**src/rtl/ep_alloc_pkg.sv**
```systemverilog
package ep_alloc_pkg;
  typedef enum logic [1:0] {
    XF_CTRL = 2'd0,
    XF_ISO  = 2'd1,
    XF_BULK = 2'd2,
    XF_INTR = 2'd3
  } xfer_t;

  localparam int unsigned CTRL_SLOTS = 2;
endpackage

```
**src/rtl/ep_cfg_regs.sv**
```systemverilog
module ep_cfg_regs
  import ep_alloc_pkg::*;
#(
  parameter int N_EP       = 16,
  parameter int EP_W       = 4,
  parameter int MPS_W      = 11,
  parameter int CTRL_BYTES = 64
) (
  input  logic             clk,
  input  logic             rst,
  input  logic             cfg_we,
  input  logic [EP_W-1:0]  cfg_ep,
  input  logic             cfg_en,
  input  logic [MPS_W-1:0] cfg_mps,
  input  logic             cfg_dbl,
  input  logic [1:0]       cfg_type,
  input  logic [EP_W-1:0]  wk_idx,
  output logic             wk_en,
  output logic [MPS_W-1:0] wk_mps,
  output logic             wk_dbl,
  input  logic [EP_W-1:0]  lk_idx,
  output logic [1:0]       lk_type
);
  logic [N_EP-1:0]  en_v;
  logic [N_EP-1:0]  dbl_v;
  logic [MPS_W-1:0] mps_a  [N_EP];
  logic [1:0]       type_a [N_EP];

  for (genvar i = 0; i < N_EP; i++) begin : g_slot
    if (i < CTRL_SLOTS) begin : g_ctrl
      // Control slots are fixed; writes to them are dropped.
      assign en_v[i]   = 1'b1;
      assign dbl_v[i]  = 1'b0;
      assign mps_a[i]  = MPS_W'(CTRL_BYTES);
      assign type_a[i] = XF_CTRL;
    end else begin : g_data
      logic             en_q;
      logic             dbl_q;
      logic [MPS_W-1:0] mps_q;
      logic [1:0]       type_q;

      always_ff @(posedge clk) begin
        if (rst) begin
          en_q   <= 1'b0;
          dbl_q  <= 1'b0;
          mps_q  <= '0;
          type_q <= XF_BULK;
        end else if (cfg_we && cfg_ep == EP_W'(i)) begin
          en_q   <= cfg_en;
          dbl_q  <= cfg_dbl;
          mps_q  <= cfg_mps;
          type_q <= cfg_type;
        end
      end

      assign en_v[i]   = en_q;
      assign dbl_v[i]  = dbl_q;
      assign mps_a[i]  = mps_q;
      assign type_a[i] = type_q;
    end
  end

  assign wk_en   = en_v[wk_idx];
  assign wk_dbl  = dbl_v[wk_idx];
  assign wk_mps  = mps_a[wk_idx];
  assign lk_type = type_a[lk_idx];
endmodule

```
**src/rtl/ep_alloc_walker.sv**
```systemverilog
module ep_alloc_walker #(
  parameter int N_EP      = 16,
  parameter int EP_W      = 4,
  parameter int MPS_W     = 11,
  parameter int ADDR_W    = 13,
  parameter int MEM_BYTES = 8192
) (
  input  logic              clk,
  input  logic              rst,
  input  logic              commit,
  output logic [EP_W-1:0]   wk_idx,
  input  logic              wk_en,
  input  logic [MPS_W-1:0]  wk_mps,
  input  logic              wk_dbl,
  output logic              busy,
  output logic              done,
  output logic              ovf,
  output logic [N_EP-1:0]   alloc_v,
  output logic [N_EP-1:0]   dbl_v,
  input  logic [EP_W-1:0]   lk_idx,
  output logic [ADDR_W-1:0] lk_base,
  output logic [MPS_W-1:0]  lk_len
);
  localparam int TOT_W = ADDR_W + 2;
  localparam logic [EP_W-1:0] LAST = EP_W'(N_EP - 1);

  logic [TOT_W-1:0]  total_q;
  logic [TOT_W-1:0]  need;
  logic [TOT_W-1:0]  sum;
  logic              fits;
  logic [ADDR_W-1:0] base_mem [N_EP];
  logic [MPS_W-1:0]  len_mem  [N_EP];

  always_comb begin
    need = '0;
    if (wk_en) need = wk_dbl ? (TOT_W'(wk_mps) << 1) : TOT_W'(wk_mps);
    sum  = total_q + need;
    fits = !ovf && (sum <= TOT_W'(MEM_BYTES));
  end

  always_ff @(posedge clk) begin
    if (rst) begin
      busy    <= 1'b0;
      done    <= 1'b0;
      ovf     <= 1'b0;
      wk_idx  <= '0;
      total_q <= '0;
      alloc_v <= '0;
      dbl_v   <= '0;
    end else if (commit) begin
      busy    <= 1'b1;
      done    <= 1'b0;
      ovf     <= 1'b0;
      wk_idx  <= '0;
      total_q <= '0;
      alloc_v <= '0;
      dbl_v   <= '0;
    end else if (busy) begin
      if (wk_en && fits) begin
        alloc_v[wk_idx] <= 1'b1;
        dbl_v[wk_idx]   <= wk_dbl;
        total_q         <= sum;
      end else if (wk_en) begin
        ovf <= 1'b1;
      end
      if (wk_idx == LAST) begin
        busy <= 1'b0;
        done <= 1'b1;
      end else begin
        wk_idx <= wk_idx + 1'b1;
      end
    end
  end

  // Snapshot tables: one write per walk step.
  always_ff @(posedge clk) begin
    if (busy && !commit) begin
      base_mem[wk_idx] <= total_q[ADDR_W-1:0];
      len_mem[wk_idx]  <= wk_mps;
    end
  end

  assign lk_base = base_mem[lk_idx];
  assign lk_len  = len_mem[lk_idx];
endmodule

```
**src/rtl/ep_pingpong.sv**
```systemverilog
module ep_pingpong #(
  parameter int N_EP = 16,
  parameter int EP_W = 4
) (
  input  logic            clk,
  input  logic            rst,
  input  logic            clear,
  input  logic            pkt_done,
  input  logic [EP_W-1:0] pkt_ep,
  input  logic            done,
  input  logic [N_EP-1:0] alloc_v,
  input  logic [N_EP-1:0] dbl_v,
  output logic [N_EP-1:0] half_v
);
  for (genvar i = 0; i < N_EP; i++) begin : g_sel
    logic half_q;

    always_ff @(posedge clk) begin
      if (rst || clear) begin
        half_q <= 1'b0;
      end else if (pkt_done && done && pkt_ep == EP_W'(i) && alloc_v[i] && dbl_v[i]) begin
        half_q <= ~half_q;
      end
    end

    assign half_v[i] = half_q;
  end
endmodule

```
**src/rtl/ep_buf_alloc.sv**
```systemverilog
module ep_buf_alloc #(
  parameter int MEM_BYTES  = 8192,
  parameter int CTRL_BYTES = 64,
  parameter int N_DATA     = 7,
  parameter int MPS_W      = 11,
  localparam int N_EP      = 2 + 2 * N_DATA,
  localparam int EP_W      = $clog2(N_EP),
  localparam int ADDR_W    = $clog2(MEM_BYTES)
) (
  input  logic              clk,
  input  logic              rst,
  input  logic              cfg_we,
  input  logic [EP_W-1:0]   cfg_ep,
  input  logic              cfg_en,
  input  logic [MPS_W-1:0]  cfg_mps,
  input  logic              cfg_dbl,
  input  logic [1:0]        cfg_type,
  input  logic              commit,
  output logic              alloc_busy,
  output logic              alloc_done,
  output logic              alloc_ovf,
  input  logic              pkt_done,
  input  logic [EP_W-1:0]   pkt_ep,
  input  logic [EP_W-1:0]   lk_ep,
  output logic              lk_valid,
  output logic [ADDR_W-1:0] lk_addr,
  output logic [MPS_W-1:0]  lk_len,
  output logic              lk_half,
  output logic [1:0]        lk_type
);
  logic [EP_W-1:0]   wk_idx;
  logic              wk_en;
  logic              wk_dbl;
  logic [MPS_W-1:0]  wk_mps;
  logic [N_EP-1:0]   alloc_v;
  logic [N_EP-1:0]   dbl_v;
  logic [N_EP-1:0]   half_v;
  logic [ADDR_W-1:0] sel_base;
  logic [MPS_W-1:0]  sel_len;
  logic [1:0]        sel_type;

  ep_cfg_regs #(
    .N_EP(N_EP), .EP_W(EP_W), .MPS_W(MPS_W), .CTRL_BYTES(CTRL_BYTES)
  ) u_cfg (
    .clk(clk), .rst(rst),
    .cfg_we(cfg_we), .cfg_ep(cfg_ep), .cfg_en(cfg_en),
    .cfg_mps(cfg_mps), .cfg_dbl(cfg_dbl), .cfg_type(cfg_type),
    .wk_idx(wk_idx), .wk_en(wk_en), .wk_mps(wk_mps), .wk_dbl(wk_dbl),
    .lk_idx(lk_ep), .lk_type(sel_type)
  );

  ep_alloc_walker #(
    .N_EP(N_EP), .EP_W(EP_W), .MPS_W(MPS_W), .ADDR_W(ADDR_W), .MEM_BYTES(MEM_BYTES)
  ) u_walk (
    .clk(clk), .rst(rst), .commit(commit),
    .wk_idx(wk_idx), .wk_en(wk_en), .wk_mps(wk_mps), .wk_dbl(wk_dbl),
    .busy(alloc_busy), .done(alloc_done), .ovf(alloc_ovf),
    .alloc_v(alloc_v), .dbl_v(dbl_v),
    .lk_idx(lk_ep), .lk_base(sel_base), .lk_len(sel_len)
  );

  ep_pingpong #(
    .N_EP(N_EP), .EP_W(EP_W)
  ) u_pp (
    .clk(clk), .rst(rst), .clear(commit),
    .pkt_done(pkt_done), .pkt_ep(pkt_ep), .done(alloc_done),
    .alloc_v(alloc_v), .dbl_v(dbl_v), .half_v(half_v)
  );

  always_ff @(posedge clk) begin
    if (rst) begin
      lk_valid <= 1'b0;
      lk_addr  <= '0;
      lk_len   <= '0;
      lk_half  <= 1'b0;
      lk_type  <= '0;
    end else begin
      lk_valid <= alloc_done && alloc_v[lk_ep];
      lk_addr  <= sel_base + (half_v[lk_ep] ? ADDR_W'(sel_len) : '0);
      lk_len   <= sel_len;
      lk_half  <= half_v[lk_ep];
      lk_type  <= sel_type;
    end
  end
endmodule

```
**config.mk**
```make
export PLATFORM = sky130hd
export DESIGN_NAME = ep_buf_alloc
export DESIGN_NICKNAME = d
export VERILOG_FILES = /design/src/rtl/ep_alloc_pkg.sv /design/src/rtl/ep_cfg_regs.sv /design/src/rtl/ep_alloc_walker.sv /design/src/rtl/ep_pingpong.sv /design/src/rtl/ep_buf_alloc.sv
export SDC_FILE = /design/constraint.sdc
export NUM_CORES = 1
export LEC_CHECK = 0
export BUFFER_PORTS_ARGS = -buffer_cell sky130_fd_sc_hd__buf_2
export CAP_MARGIN = 20
export CELL_PAD_IN_SITES_DETAIL_PLACEMENT = 1
export CELL_PAD_IN_SITES_GLOBAL_PLACEMENT = 2
export CORE_MARGIN = 2
export CORE_UTILIZATION = 31
export CTS_CLUSTER_SIZE = 24
export DETAILED_ROUTE_END_ITERATION = 10
export PLACE_DENSITY = 0.58
export SLEW_MARGIN = 40
export SYNTH_ARGS = -nofsm -noshare
export SYNTH_HDL_FRONTEND = slang
export SYNTH_HIERARCHICAL = 1
export SYNTH_SLANG_ARGS = --single-unit
```
**constraint.sdc**
```tcl
create_clock -name clk -period 5.3 [get_ports clk]
set_input_delay 0.795 -clock clk [delete_from_list [all_inputs] [get_ports clk]]
set_output_delay 0.795 -clock clk [all_outputs]
set_load 0.05 [all_outputs]
```
==> metrics <==
status=finished clean; hold-fix buffers at CTS=0; Worst-Skew Late Latency=0.67 ns; CP peak stage delay=0.51 ns; Peak supply drop=0.2161 mV; # port buffers=62; Final ANT Viol Nets=0; Critical path buffers and inverters=2; most frequent cells in the layout=edfxtp_1, dfxtp_1, a21oi_1, o21ai_0, nand3_1; chip width=313.9 um; final period utilization=95.22%; Global Route Usage Sum=19.14%; Post-Place Worst Slack=0.05266 ns; Distinct cells, synth=68; Final nets=2411; first-pass GRT wire length=141400 um; number of fill cells=9969; most common cell after layout, fill and taps aside=edfxtp_1; Clock Tree Root=clkbuf_16; CP cell instances=buf_4, mux4_2, o22ai_1, o21ai_2, buf_4, mux2i_1, nor2b_1, ha_1, a21oi_2, o21bai_2, or3_1, a211o_1, or4_4, o31a_1, or3_1, mux2i_1; Worst setup EP type=flip-flop; Setup-failing EPs final=0; Leakage=11.18 nW; DPL Wire Length=56230 um; Synth Flop Type=edfxtp_1; Syn Inst Count=2336; Num Clock Sinks=692; Slew headroom=44.36%; DRT Wirelength=93730 um; asr flop ratio synth=0%; Final Hold Viols=0; Worst-path clk slew=0.06 ns; WS Path Type=flip-flop to flip-flop; P per Cell Area=345.6 nW/um^2; GP Congestion=0.8062; Worst Path Required=5.80 ns; Synth Register Bits=692; Mapped Area=29780 sq um; Worst Max-Slew Pin Slew=0.8346 ns; Critical Path Start Type=flip-flop; Syn. warnings=6; TritonCTS Buffers=82; H-tree depth=3; RSZ-0062 raised after global routing=no; Core Footprint=95150 sq um; Max Slew Vio Count=0; fraction of layout cells with a size suffix above 1=21.85%; fin crit period=5.047 ns; crit-path max FO=10; Slowest cell on crit path=mux4_2; Hold WC Path Type=flip-flop to flip-flop; Synthesized Nets=2397; largest net degree at the start of global routing=134; die area=98560 sq um; Final Util=36.28%; Syn Area/Cell=12.75 sq um; vias in the first global route=21660; initial antenna violation count=7; CTS tree=built; setup ws final=0.2534 ns; CP delay by family, top=compound AO/OA/AOI/OAI gates; Ports=63; final setup TNS=0 ns; router iterations before antenna repair=5; Starting Density=31.30%; total grt overflow=0; Iter 0 DRT Violations=1427; Fmax achieved=198.2 MHz; Area Growth Syn to Fin=15.92%; Clock Tree Buf Depth=3; Vias/cell=5.460; DRC violations left=0; sequential cell area fraction in the yosys report=59.43%; via count=20127; post-CTS setup buffer count=0; Max-Cap Viols=0; routed len/inst=25.43 um; Worst EP arrival=5.54 ns; Rows=113; chip height=313.9 um; EDFF count, synth=384; Final Skew=0.02276 ns
## stage by stage
stage / total power, W / hold WS, ns / std cells / cell area [sq um]
after global routing: 0.01234 / 0.4793 / 3685 / 34520
after CTS: 0.01209 / 0.4492 / 3681 / 34470
after global placement: 0.006443 / 0.4424 / 3518 / 31560
final: 0.01193 / 0.4595 / 3686 / 34520
after floorplan: 0.006209 / 0.4346 / 2336 / 29780
after detailed placement: 0.006457 / 0.4577 / 3530 / 31810
## worst paths after layout
path | start | end | slack [ns] | cells past startpoint
worst max-delay path | u_walk/wk_idx[1] | u_walk/dbl_v[15] | 0.25 | 16
worst min-delay path | u_walk/dbl_v[9] | u_walk/dbl_v[9] | 0.46 | 2
worst max register to register | u_walk/wk_idx[1] | u_walk/dbl_v[15] | 0.25 | 16
worst min register to register | u_walk/dbl_v[9] | u_walk/dbl_v[9] | 0.46 | 2
## what timing repair did
action                                 in CTS  in global routing
setup endpoints to repair                   0                 45
gates resized for setup                     0                  6
endpoints found under the hold margin       0                  0
## per-layer routing
layer	vias up	wire, um	share of wire [%]	global-route usage, %
met1	10582	42700	46	25.78
li1	8981	-	-	-
met4	0	2389	2.5	6.133
met3	132	3712	4.0	2.903
met2	432	44930	48	31.70
met5	-	0	0	0
## cell usage after synthesis (4+ instances only)
| cell type | number | share of area, % |
|---|---|---|
| buf_4 | 21 | 0.53 |
| nand2_1 | 54 | 0.68 |
| a22oi_1 | 14 | 0.35 |
| xor2_1 | 10 | 0.29 |
| or2_2 | 5 | 0.11 |
| a21o_1 | 4 | 0.10 |
| o21ai_1 | 22 | 0.37 |
| ha_1 | 27 | 1.1 |
| dfxtp_1 | 308 | 21 |
| and3_1 | 5 | 0.11 |
| edfxtp_1 | 384 | 39 |
| a21oi_1 | 254 | 4.3 |
| clkbuf_1 | 140 | 1.8 |
| a211o_1 | 4 | 0.12 |
| o21a_1 | 10 | 0.25 |
| nor2_1 | 56 | 0.71 |
| buf_1 | 7 | 0.088 |
| nand3b_1 | 17 | 0.43 |
| mux2i_1 | 28 | 0.94 |
| o22ai_1 | 11 | 0.23 |
| nand3_1 | 233 | 3.9 |
| xnor2_1 | 6 | 0.18 |
| or3_1 | 9 | 0.19 |
| or4_1 | 15 | 0.38 |
| and2_1 | 5 | 0.11 |
| mux4_1 | 7 | 0.62 |
| a211oi_1 | 11 | 0.28 |
| buf_2 | 50 | 0.84 |
| nor2b_1 | 46 | 0.97 |
| o211ai_1 | 4 | 0.10 |
| nor3_1 | 17 | 0.29 |
| a31oi_1 | 4 | 0.084 |
| inv_1 | 21 | 0.26 |
| nand4_1 | 15 | 0.32 |
| nor3b_1 | 4 | 0.10 |
| mux4_2 | 154 | 12 |
| o31ai_1 | 15 | 0.38 |
| nand2b_1 | 9 | 0.19 |
| o21ai_0 | 242 | 4.1 |
| buf_6 | 6 | 0.23 |
| mux2_2 | 42 | 1.6 |
## worst register-to-register path, delay by kind of cell, from the launching register on
kind                       cells  cell delay, ns
AOI/OAI and AO/OA              6            1.47
muxes                          3            0.80
adders and majority gates      1            0.34
and+or+nand+nor                4            1.36
DFF                            1            0.48
buffers and inverters          2            0.44
## kinds of logic after synthesis
kind of cell | Yosys count | synth area share (%)
buffers and inverters | 246 | 3.782
and+or+nand+nor | 505 | 8.966
muxes | 231 | 14.79
AOI/OAI and AO/OA | 617 | 11.29
DFF | 692 | 59.43
adders and majority gates | 29 | 1.269
xor gates and xnor gates | 16 | 0.4706
## cell type report
cell class | count | area [sq um] | share of cell area [%]
flip-flops and latches | 692 | 17710 | 51.30
multi-input cells | 1398 | 11180 | 32.38
clock buffers | 107 | 2217 | 6.423
well taps | 1265 | 1583 | 4.585
repair buffers | 155 | 1308 | 3.788
clock inverters | 44 | 435.4 | 1.261
inverters | 21 | 78.83 | 0.2284
diodes | 4 | 10.01 | 0.02900
## power breakdown
group	internal (W)	switching (W)	leakage, nW
clock	0.00326	0.00233	1.31
sequential	0.00566	0.0000238	6.06
combinational	0.000200	0.000452	3.81
total	0.00912	0.00281	11.2
## registers in the layout, indices dropped and copies added, names as in the netlist, 2 cells and up
name	count
u_walk/total_q	15
u_cfg/g_slot.g_data.en_q	14
lk_addr	13
u_cfg/g_slot.g_data.mps_q	154
u_cfg/g_slot.g_data.dbl_q	14
u_walk/dbl_v	16
u_walk/len_mem	176
u_walk/base_mem	208
u_cfg/g_slot.g_data.type_q	28
u_pp/g_sel.half_q	16
u_walk/alloc_v	16
lk_type	2
lk_len	11
u_walk/wk_idx	4
(Power assumes the default switching activity.)
